File: config.mk
export PLATFORM = sky130hd
export DESIGN_NAME = mcfir_top
export DESIGN_NICKNAME = d
export VERILOG_FILES = /design/src/rtl/mcfir_pkg.sv /design/src/rtl/mcfir_seq.sv /design/src/rtl/mcfir_delay.sv /design/src/rtl/mcfir_mac.sv /design/src/rtl/mcfir_top.sv
export SDC_FILE = /design/constraint.sdc
export NUM_CORES = 1
export LEC_CHECK = 0
export BUFFER_PORTS_ARGS = -buffer_cell sky130_fd_sc_hd__buf_2
export CORE_MARGIN = 8
export CORE_UTILIZATION = 25
export DETAILED_ROUTE_END_ITERATION = 10
export PLACE_DENSITY_LB_ADDON = 0.1
export SYNTH_ARGS = -nofsm -noshare
export SYNTH_HDL_FRONTEND = slang
export SYNTH_HIERARCHICAL = 1
export SYNTH_SLANG_ARGS = --single-unit
export TNS_END_PERCENT = 1
File: constraint.sdc
create_clock -name clk -period 5.2 [get_ports clk]
set_input_delay 0.78 -clock clk [delete_from_list [all_inputs] [get_ports clk]]
set_output_delay 0.78 -clock clk [all_outputs]
set_load 0.02 [all_outputs]
File: src/rtl/mcfir_pkg.sv
package mcfir_pkg;

    typedef enum logic {
        SEQ_ALIGN,
        SEQ_STREAM
    } seq_state_e;

    function automatic int tap_coef(input int idx);
        case (idx)
            0:       return -256;
            1:       return 255;
            2:       return 100;
            3:       return -37;
            default: return idx;
        endcase
    endfunction

endpackage

File: src/rtl/mcfir_seq.sv
module mcfir_seq
    import mcfir_pkg::*;
#(
    parameter int NUM_CH = 4,
    parameter int CH_W   = 2
) (
    input  logic            clk,
    input  logic            rst,
    input  logic            in_valid,
    input  logic [CH_W-1:0] in_ch,
    output logic            accept
);

    localparam logic [CH_W-1:0] LAST_CH = CH_W'(NUM_CH - 1);

    seq_state_e      state_q, state_d;
    logic [CH_W-1:0] want_q;

    // state register and expected channel
    always_ff @(posedge clk) begin
        if (rst) begin
            state_q <= SEQ_ALIGN;
            want_q  <= '0;
        end else begin
            state_q <= state_d;
            if (accept) begin
                want_q <= (in_ch == LAST_CH) ? '0 : in_ch + 1'b1;
            end
        end
    end

    // outputs and next state
    always_comb begin
        accept  = 1'b0;
        state_d = state_q;
        unique case (state_q)
            SEQ_ALIGN: begin
                accept = in_valid && (in_ch == '0);
                if (accept) state_d = SEQ_STREAM;
            end
            SEQ_STREAM: begin
                accept = in_valid && (in_ch == want_q);
            end
        endcase
    end

endmodule

File: src/rtl/mcfir_delay.sv
module mcfir_delay #(
    parameter int DEPTH  = 4,
    parameter int DATA_W = 9
) (
    input  logic                     clk,
    input  logic                     rst,
    input  logic                     shift,
    input  logic signed [DATA_W-1:0] din,
    output logic signed [DATA_W-1:0] dout
);

    logic signed [DATA_W-1:0] slot_q [DEPTH];

    always_ff @(posedge clk) begin
        if (rst) begin
            for (int j = 0; j < DEPTH; j++) slot_q[j] <= '0;
        end else if (shift) begin
            slot_q[0] <= din;
            for (int j = 1; j < DEPTH; j++) slot_q[j] <= slot_q[j-1];
        end
    end

    assign dout = slot_q[DEPTH-1];

endmodule

File: src/rtl/mcfir_mac.sv
module mcfir_mac
    import mcfir_pkg::*;
#(
    parameter int TAPS   = 4,
    parameter int DATA_W = 9,
    parameter int COEF_W = 9,
    parameter int CH_W   = 2,
    parameter int ACC_W  = 20
) (
    input  logic                     clk,
    input  logic                     rst,
    input  logic                     en,
    input  logic [CH_W-1:0]          ch,
    input  logic signed [DATA_W-1:0] taps [TAPS],
    output logic                     res_valid,
    output logic [CH_W-1:0]          res_ch,
    output logic signed [ACC_W-1:0]  res_data
);

    localparam int PROD_W = DATA_W + COEF_W;

    logic signed [PROD_W-1:0] prod_q [TAPS];
    logic signed [ACC_W-1:0]  chain  [TAPS+1];
    logic                     v1_q;
    logic [CH_W-1:0]          ch1_q;

    // chain seeded with zero
    assign chain[0] = '0;

    for (genvar i = 0; i < TAPS; i++) begin : g_tap
        localparam logic signed [COEF_W-1:0] K = COEF_W'(tap_coef(i));
        always_ff @(posedge clk) begin
            if (rst)     prod_q[i] <= '0;
            else if (en) prod_q[i] <= taps[i] * K;
        end
        assign chain[i+1] = chain[i] + ACC_W'(prod_q[i]);
    end

    always_ff @(posedge clk) begin
        if (rst) begin
            v1_q      <= 1'b0;
            ch1_q     <= '0;
            res_valid <= 1'b0;
            res_ch    <= '0;
            res_data  <= '0;
        end else begin
            v1_q      <= en;
            res_valid <= v1_q;
            if (en) ch1_q <= ch;
            if (v1_q) begin
                res_ch   <= ch1_q;
                res_data <= chain[TAPS];
            end
        end
    end

endmodule

File: src/rtl/mcfir_top.sv
module mcfir_top #(
    parameter int NUM_CH = 4,
    parameter int DATA_W = 9,
    parameter int COEF_W = 9,
    parameter int TAPS   = 4,
    localparam int CH_W  = (NUM_CH > 1) ? $clog2(NUM_CH) : 1,
    localparam int ACC_W = DATA_W + COEF_W + $clog2(TAPS)
) (
    input  logic                     clk,
    input  logic                     rst,
    input  logic                     in_valid,
    input  logic [CH_W-1:0]          in_ch,
    input  logic signed [DATA_W-1:0] in_data,
    output logic                     out_valid,
    output logic [CH_W-1:0]          out_ch,
    output logic signed [ACC_W-1:0]  out_data
);

    logic                     accept;
    logic signed [DATA_W-1:0] tap_v [TAPS];

    mcfir_seq #(.NUM_CH(NUM_CH), .CH_W(CH_W)) u_seq (
        .clk      (clk),
        .rst      (rst),
        .in_valid (in_valid),
        .in_ch    (in_ch),
        .accept   (accept)
    );

    assign tap_v[0] = in_data;

    for (genvar s = 1; s < TAPS; s++) begin : g_stage
        mcfir_delay #(.DEPTH(NUM_CH), .DATA_W(DATA_W)) u_dly (
            .clk   (clk),
            .rst   (rst),
            .shift (accept),
            .din   (tap_v[s-1]),
            .dout  (tap_v[s])
        );
    end

    mcfir_mac #(
        .TAPS(TAPS), .DATA_W(DATA_W), .COEF_W(COEF_W),
        .CH_W(CH_W), .ACC_W(ACC_W)
    ) u_mac (
        .clk       (clk),
        .rst       (rst),
        .en        (accept),
        .ch        (in_ch),
        .taps      (tap_v),
        .res_valid (out_valid),
        .res_ch    (out_ch),
        .res_data  (out_data)
    );

endmodule

==> results.json, run 1 <==
{
  "seq_area_frac_synth": 0.408,
  "crit_path_max_incr_delay_ps": 530,
  "fillers": 5701,
  "seqPwrFrac": 0.337,
  "clockBufferDepth": 2,
  "grt_max_degree": 69,
  "synth-edff-count": 167,
  "drive_above_1_share": 0.0890,
  "drc": 0,
  "slew_violations": 0,
  "intPower_mw": 3.49,
  "reg2reg_depth": 15,
  "yosys_warnings": 6,
  "r2r_start": "g_stage[1].u_dly/slot_q[3][6]",
  "antenna_found_initial": 1,
  "cp.required_ps": 5420,
  "crit_path_start_kind": "flip-flop",
  "path_buf_inv": 4,
  "die_w_um": 250,
  "p_per_area_mw_per_mm2": 365,
  "min_path_type": "reg -> reg",
  "min_period_ps": 4840,
  "worstHoldPathCells": 2,
  "first_global_vias": 8666,
  "final_common_cell": "inv_1",
  "tns_ps": 0,
  "final_cell_mix": "inv_1 (197), edfxtp_1 (167), ha_1 (142), fa_1 (97), and3b_1 (91)",
  "yosysUniqueCellTypes": 60,
  "grt_overflow_total": 0,
  "cts_hold_buffers": 0,
  "drv_cap": 0,
  "p_leak_nw": 7.13,
  "skew_ps": 10.6,
  "synth_nets": 1421,
  "drt_iter0_markers": 382,
  "fin_util": 0.279,
  "initial_utilization": 0.251,
  "rsz0062_at_grt": "false",
  "slew_headroom": 0.381,
  "area_growth_pct": 11.2,
  "crit_path_start": "g_stage[1].u_dly/slot_q[3][6]",
  "drt_wl_total_um": 29800,
  "io_pins": 37,
  "dr_total_vias": 8009,
  "grt_pass1_wl_um": 48700,
  "post_drt_wl_per_cell_um": 15.5,
  "numPortBuffers": 36,
  "num_rows": 86,
  "cp-end-kind": "flip-flop",
  "crit_family": "adder cells",
  "fmax_mhz": 206,
  "p_sw_frac": 0.372,
  "p_comb_frac": 0.417,
  "cts_resized": 0,
  "path_cells": "inv_1, fa_1, fa_1, inv_1, fa_1, inv_1, fa_1, inv_1, ha_1, or4_1, o22ai_1, o21ai_1, a221oi_1, xor2_1, nor2_1",
  "crit_fanout": 6,
  "clk_pin_slew_ps": 70,
  "clkPwrFrac": 0.246,
  "die_height_um": 250,
  "tightest_slew_ps": 929,
  "layout.nets": 1453,
  "r2r_setup_slack_ps": 360,
  "clock_latency_ps": 470,
  "reg2reg_to": "u_mac/prod_q[1][17]",
  "gp_congestion": 0.768,
  "setup_violations": 0,
  "async_flop_share": 0,
  "ys_seq_elements": 196,
  "postCtsSetupRepairBufs": 0,
  "ir_worst_vdd_mv": 0.254,
  "finalHoldViolations": 0,
  "hold_start": "u_mac/res_data[16]",
  "crit_arrival_ps": 5060,
  "cpMaxStageDelayCell": "fa_1",
  "criticalPathCategory": "reg -> reg",
  "synthCells": 1168,
  "synth_flop_cell": "edfxtp_1",
  "avgSynthCellArea_um2": 11.7,
  "post-route-period-util": 0.932,
  "tritoncts": "yes",
  "numClockSinks": 196,
  "holdPathEnd": "u_mac/res_data[16]",
  "dp_hpwl_um": 22500,
  "netlist_area_mm2": 0.0137,
  "via_per_inst": 4.18,
  "h-tree-depth": 4,
  "outcome": "complete, no violations",
  "root_buffer": "clkbuf_16",
  "cts_buffers": 17,
  "grt_usage": 0.0993,
  "drt-pass1-iter-count": 4,
  "coreArea_mm2": 0.0547,
  "drtAntennaViolNets": 0,
  "die_area_mm2": 0.0626,
  "switchingPower_mw": 2.07
}
worst max path at each step:
stage	endpoint	slack (ps)	cells past startpoint
finish	u_mac/prod_q[1][17]	360	15
global route	u_mac/prod_q[1][17]	60	15
CTS	u_mac/prod_q[1][17]	300	15
detailed placement	u_mac/prod_q[1][17]	310	15
global placement	u_mac/prod_q[1][17]	370	15
floorplan	u_mac/prod_q[1][17]	250	16
final cells by class:
| class | instances | area [um^2] | share of cell area |
|---|---|---|---|
| Multi-Input combinational cell | 738 | 7160 | 0.470 |
| Sequential cell | 196 | 5600 | 0.367 |
| Tap cell | 704 | 881 | 0.0578 |
| Inverter | 198 | 743 | 0.0487 |
| Clock buffer | 20 | 437 | 0.0286 |
| Timing Repair Buffer | 49 | 280 | 0.0184 |
| Clock inverter | 12 | 146 | 0.00960 |
| Antenna cell | 1 | 2.50 | 0.000164 |
layer usage:
| metal | vias up | global-route usage | routed length [um] |
|---|---|---|---|
| met2 | 73 | 0.160 | 13700 |
| met4 | 0 | 0.0364 | 481 |
| met5 | - | 0 | 0 |
| met3 | 25 | 0.0177 | 790 |
| li1 | 4034 | - | - |
| met1 | 3877 | 0.132 | 14800 |
worst reg2reg max path, stage by stage, from the launching register on:
cell and delay, ps:
edfxtp_1 470, inv_1 240, fa_1 490, fa_1 500, inv_1 50, fa_1 530, inv_1 50, fa_1 520
inv_1 40, ha_1 210, or4_1 530, o22ai_1 200, o21ai_1 160, a221oi_1 330, xor2_1 190, nor2_1 60
power groups by stage:
| stage | combinational [mW] | sequential (mW) | clock, mW |
|---|---|---|---|
| floorplan | 1.78 | 1.90 | 0 |
| global placement | 2.40 | 1.92 | 0 |
| detailed placement | 2.38 | 1.92 | 0 |
| CTS | 2.40 | 1.88 | 1.45 |
| global route | 2.71 | 1.89 | 1.49 |
| finish | 2.32 | 1.88 | 1.37 |
cells in the mapped netlist (5+ instances only):
library cell	n	area [um^2]
and3b_1	91	797
buf_6	9	101
a21oi_1	36	180
nor2_1	77	289
o21bai_1	5	37.5
inv_1	198	743
a211oi_1	11	82.6
a21o_1	16	120
nor3_1	11	55.1
nor3b_1	5	37.5
ha_1	142	1780
a211o_1	6	52.6
clkbuf_1	16	60.1
buf_2	10	50.1
nand2b_1	9	56.3
nor2b_1	5	31.3
or2_2	5	31.3
nand2_1	18	67.6
mux2i_1	18	180
nand3_1	11	55.1
or4_1	5	37.5
o21a_1	7	52.6
fa_1	97	1940
xor2_1	24	210
and3b_2	18	180
o21ai_0	20	100
edfxtp_1	167	5010
dfxtp_1	29	581
and2_1	21	131
xnor2_1	32	280
registers in the layout, summed over array words and instances (netlist names):
signal	cells
u_mac/prod_q	59
u_mac/res_data	20
u_mac/ch1_q	2
u_mac/res_ch	2
u_mac/v1_q	1
u_seq/want_q	2
u_seq/state_q	1
g_stage.u_dly/slot_q	108
u_mac/res_valid	1
per-stage QoR:
step | setup slack, ps | total power, mW | cell area (um^2) | std cells | hold WS [ps]
2_1_floorplan | 249 | 3.68 | 13700 | 1168 | 450
3_3_place_gp | 366 | 4.31 | 14700 | 1885 | 469
3_5_place_dp | 310 | 4.29 | 14700 | 1885 | 471
4_1_cts | 300 | 5.72 | 15200 | 1917 | 485
5_1_grt | 56.0 | 6.09 | 15200 | 1917 | 511
6_report | 355 | 5.56 | 15200 | 1918 | 480
kinds of logic (layout without fill, tap and decap cells):
kind of cell,after synthesis,count (layout),share of synthesized area
and+or+nand+nor,298,298,0.141
adders and majority gates,240,240,0.272
buffers and inverters,234,279,0.0699
DFF,196,196,0.408
AOI/OAI and AO/OA,126,126,0.0609
xor gates and xnor gates,56,56,0.0358
muxes,18,18,0.0131
other,0,1,0
Power figures use the tool's default switching activity.
==> run 2: changes to the inputs <==
--- a/config.mk
+++ b/config.mk
@@ -6,6 +6,8 @@
 export NUM_CORES = 1
 export LEC_CHECK = 0
 export BUFFER_PORTS_ARGS = -buffer_cell sky130_fd_sc_hd__buf_2
+export CELL_PAD_IN_SITES_DETAIL_PLACEMENT = 0
+export CELL_PAD_IN_SITES_GLOBAL_PLACEMENT = 2
 export CORE_MARGIN = 8
 export CORE_UTILIZATION = 25
 export DETAILED_ROUTE_END_ITERATION = 10
==> results.json, run 2 (synthesis gave the netlist of run 1 again) <==
{
  "fmax_mhz": 207,
  "drive_above_1_share": 0.0921,
  "slew_violations": 0,
  "fin_area_mm2": 0.0153,
  "crit_family": "adder cells",
  "post-route-period-util": 0.930,
  "initial_utilization": 0.251,
  "postCtsSetupRepairBufs": 0,
  "crit_fanout": 4,
  "fin_ws_ps": 366,
  "min_path_type": "reg -> reg",
  "reg2reg_depth": 16,
  "outcome": "complete, no violations",
  "die_height_um": 250,
  "path_buf_inv": 4,
  "dp_hpwl_um": 24500,
  "drt-pass1-iter-count": 4,
  "drc": 0,
  "crit_path_max_incr_delay_ps": 520,
  "cp-end-kind": "flip-flop",
  "skew_ps": 12.0,
  "io_pins": 37,
  "tightest_slew_ps": 925,
  "r2r_start": "g_stage[1].u_dly/slot_q[3][4]",
  "numPortBuffers": 36,
  "dr_total_vias": 8096,
  "layout.nets": 1456,
  "path_cells": "inv_1, fa_1, fa_1, inv_1, ha_1, inv_1, fa_1, inv_1, fa_1, a21oi_1, nor2b_1, or3_1, a311oi_1, o21bai_1, xor2_1, and2_1",
  "crit_cells": 16,
  "grt_overflow_total": 0,
  "drtAntennaViolNets": 0,
  "antenna_found_initial": 3,
  "die_w_um": 250,
  "cts_buffers": 17,
  "met2WireLength_um": 15000,
  "coreArea_mm2": 0.0547,
  "tritoncts": "yes",
  "worstSetupEndpoint": "u_mac/prod_q[1][14]",
  "clk_pin_slew_ps": 80,
  "crit_arrival_ps": 5080,
  "slew_headroom": 0.384,
  "ir_worst_vdd_mv": 0.241,
  "cts_resized": 0,
  "drt_iter0_markers": 343,
  "reg_top3": "g_stage.u_dly/slot_q x108, u_mac/prod_q x59, u_mac/res_data x20",
  "finalHoldViolations": 0,
  "h-tree-depth": 4,
  "instances_no_fill": 1921,
  "post_drt_wl_per_cell_um": 16.7,
  "placement.cell_area_mm2": 0.0147,
  "drt_wl_total_um": 32100,
  "p_leak_nw": 7.17,
  "gp_congestion": 0.720,
  "place_inst": 1888,
  "r2r_setup_slack_ps": 370,
  "cts_hold_buffers": 0,
  "tns_ps": 0,
  "p_per_area_mw_per_mm2": 369,
  "first_global_vias": 8904,
  "crit_path_start_kind": "flip-flop",
  "wl_met3_um": 736,
  "die_area_mm2": 0.0626,
  "clockBufferDepth": 2,
  "grt_max_degree": 59,
  "power_mw": 5.64,
  "via_per_inst": 4.21,
  "rsz0062_at_grt": "false",
  "crit_path_start": "g_stage[1].u_dly/slot_q[3][4]",
  "wl_met1_um": 16000,
  "grt_usage": 0.107,
  "cp.required_ps": 5440,
  "num_rows": 86,
  "regMostFlops": "g_stage.u_dly/slot_q",
  "criticalPathCategory": "reg -> reg",
  "area_growth_pct": 11.5,
  "drv_cap": 0,
  "cpMaxStageDelayCell": "fa_1",
  "largest_reg_flops": 108,
  "root_buffer": "clkbuf_16",
  "min_period_ps": 4830,
  "final_common_cell": "inv_1",
  "preCtsSetupSlack_ps": 345,
  "top_layer": "met4",
  "setup_violations": 0,
  "numClockSinks": 196,
  "final_cell_mix": "inv_1 (197), edfxtp_1 (167), ha_1 (142), fa_1 (97), and3b_1 (91)",
  "grt_pass1_wl_um": 51700,
  "reg2reg_to": "u_mac/prod_q[1][14]",
  "clock_latency_ps": 480
}
==> run 2: changes by cell type in the layout (fill, tap and decap cells not counted) <==
| cell | before | now |
|---|---|---|
| buf_4 | 14 | 17 |
| clkinv_8 | 0 | 2 |
| clkinvlp_4 | 3 | 1 |
| inv_8 | 1 | 3 |
| clkbuf_1 | 3 | 2 |
| clkinv_2 | 0 | 1 |
| clkinv_4 | 3 | 2 |
| inv_6 | 3 | 2 |
==> run 2: per-layer routing <==
layer	GRT usage	up-vias
li1	-	4039
met1	0.141	3968
met2	0.176	67
met3	0.0221	22
met4	0.0324	0
met5	0	-
==> run 2: layout make-up <==
cell class	count	area (um^2)
timing repair buffer	52	303
antenna	1	2.50
clock inverter	13	174
sequential	196	5600
multi-input combinational	738	7160
fill	5664	39400
clock buffer	19	433
tap	704	881
inverter	198	743
==> run 2: worst reg2reg max path: cells and delay by family (launching register included) <==
family | cells | cell delay (ps)
fa+ha+maj | 5 | 2280
xor+xnor | 1 | 160
buf+inv | 4 | 360
flops | 1 | 450
simple gates | 3 | 560
compound gates | 3 | 790
==> run 2: worst min-delay path by stage <==
| stage | startpoint | end | slack [ps] | cells past startpoint |
|---|---|---|---|---|
| 6_report | u_mac/res_data[16] | u_mac/res_data[16] | 480 | 2 |
| 5_1_grt | u_mac/res_data[12] | u_mac/res_data[12] | 520 | 2 |
| 4_1_cts | u_mac/res_data[16] | u_mac/res_data[16] | 480 | 2 |
| 3_5_place_dp | u_mac/res_data[16] | u_mac/res_data[16] | 470 | 2 |
| 3_3_place_gp | u_mac/res_data[16] | u_mac/res_data[16] | 470 | 2 |
| 2_1_floorplan | u_seq/state_q | u_seq/state_q | 450 | 2 |
==> run 2: through the flow <==
step,utilization,hold WS (ps)
floorplan,-,450
global placement,0.269,466
detailed placement,0.269,472
CTS,0.280,484
global route,0.280,516
finish,0.280,479
==> run 2: power by group <==
group / switching, mW / leakage (nW) / internal, mW
Combinational: 1.39 / 4.89 / 0.971
Clock: 0.677 / 0.293 / 0.729
Sequential: 0.0617 / 1.99 / 1.82
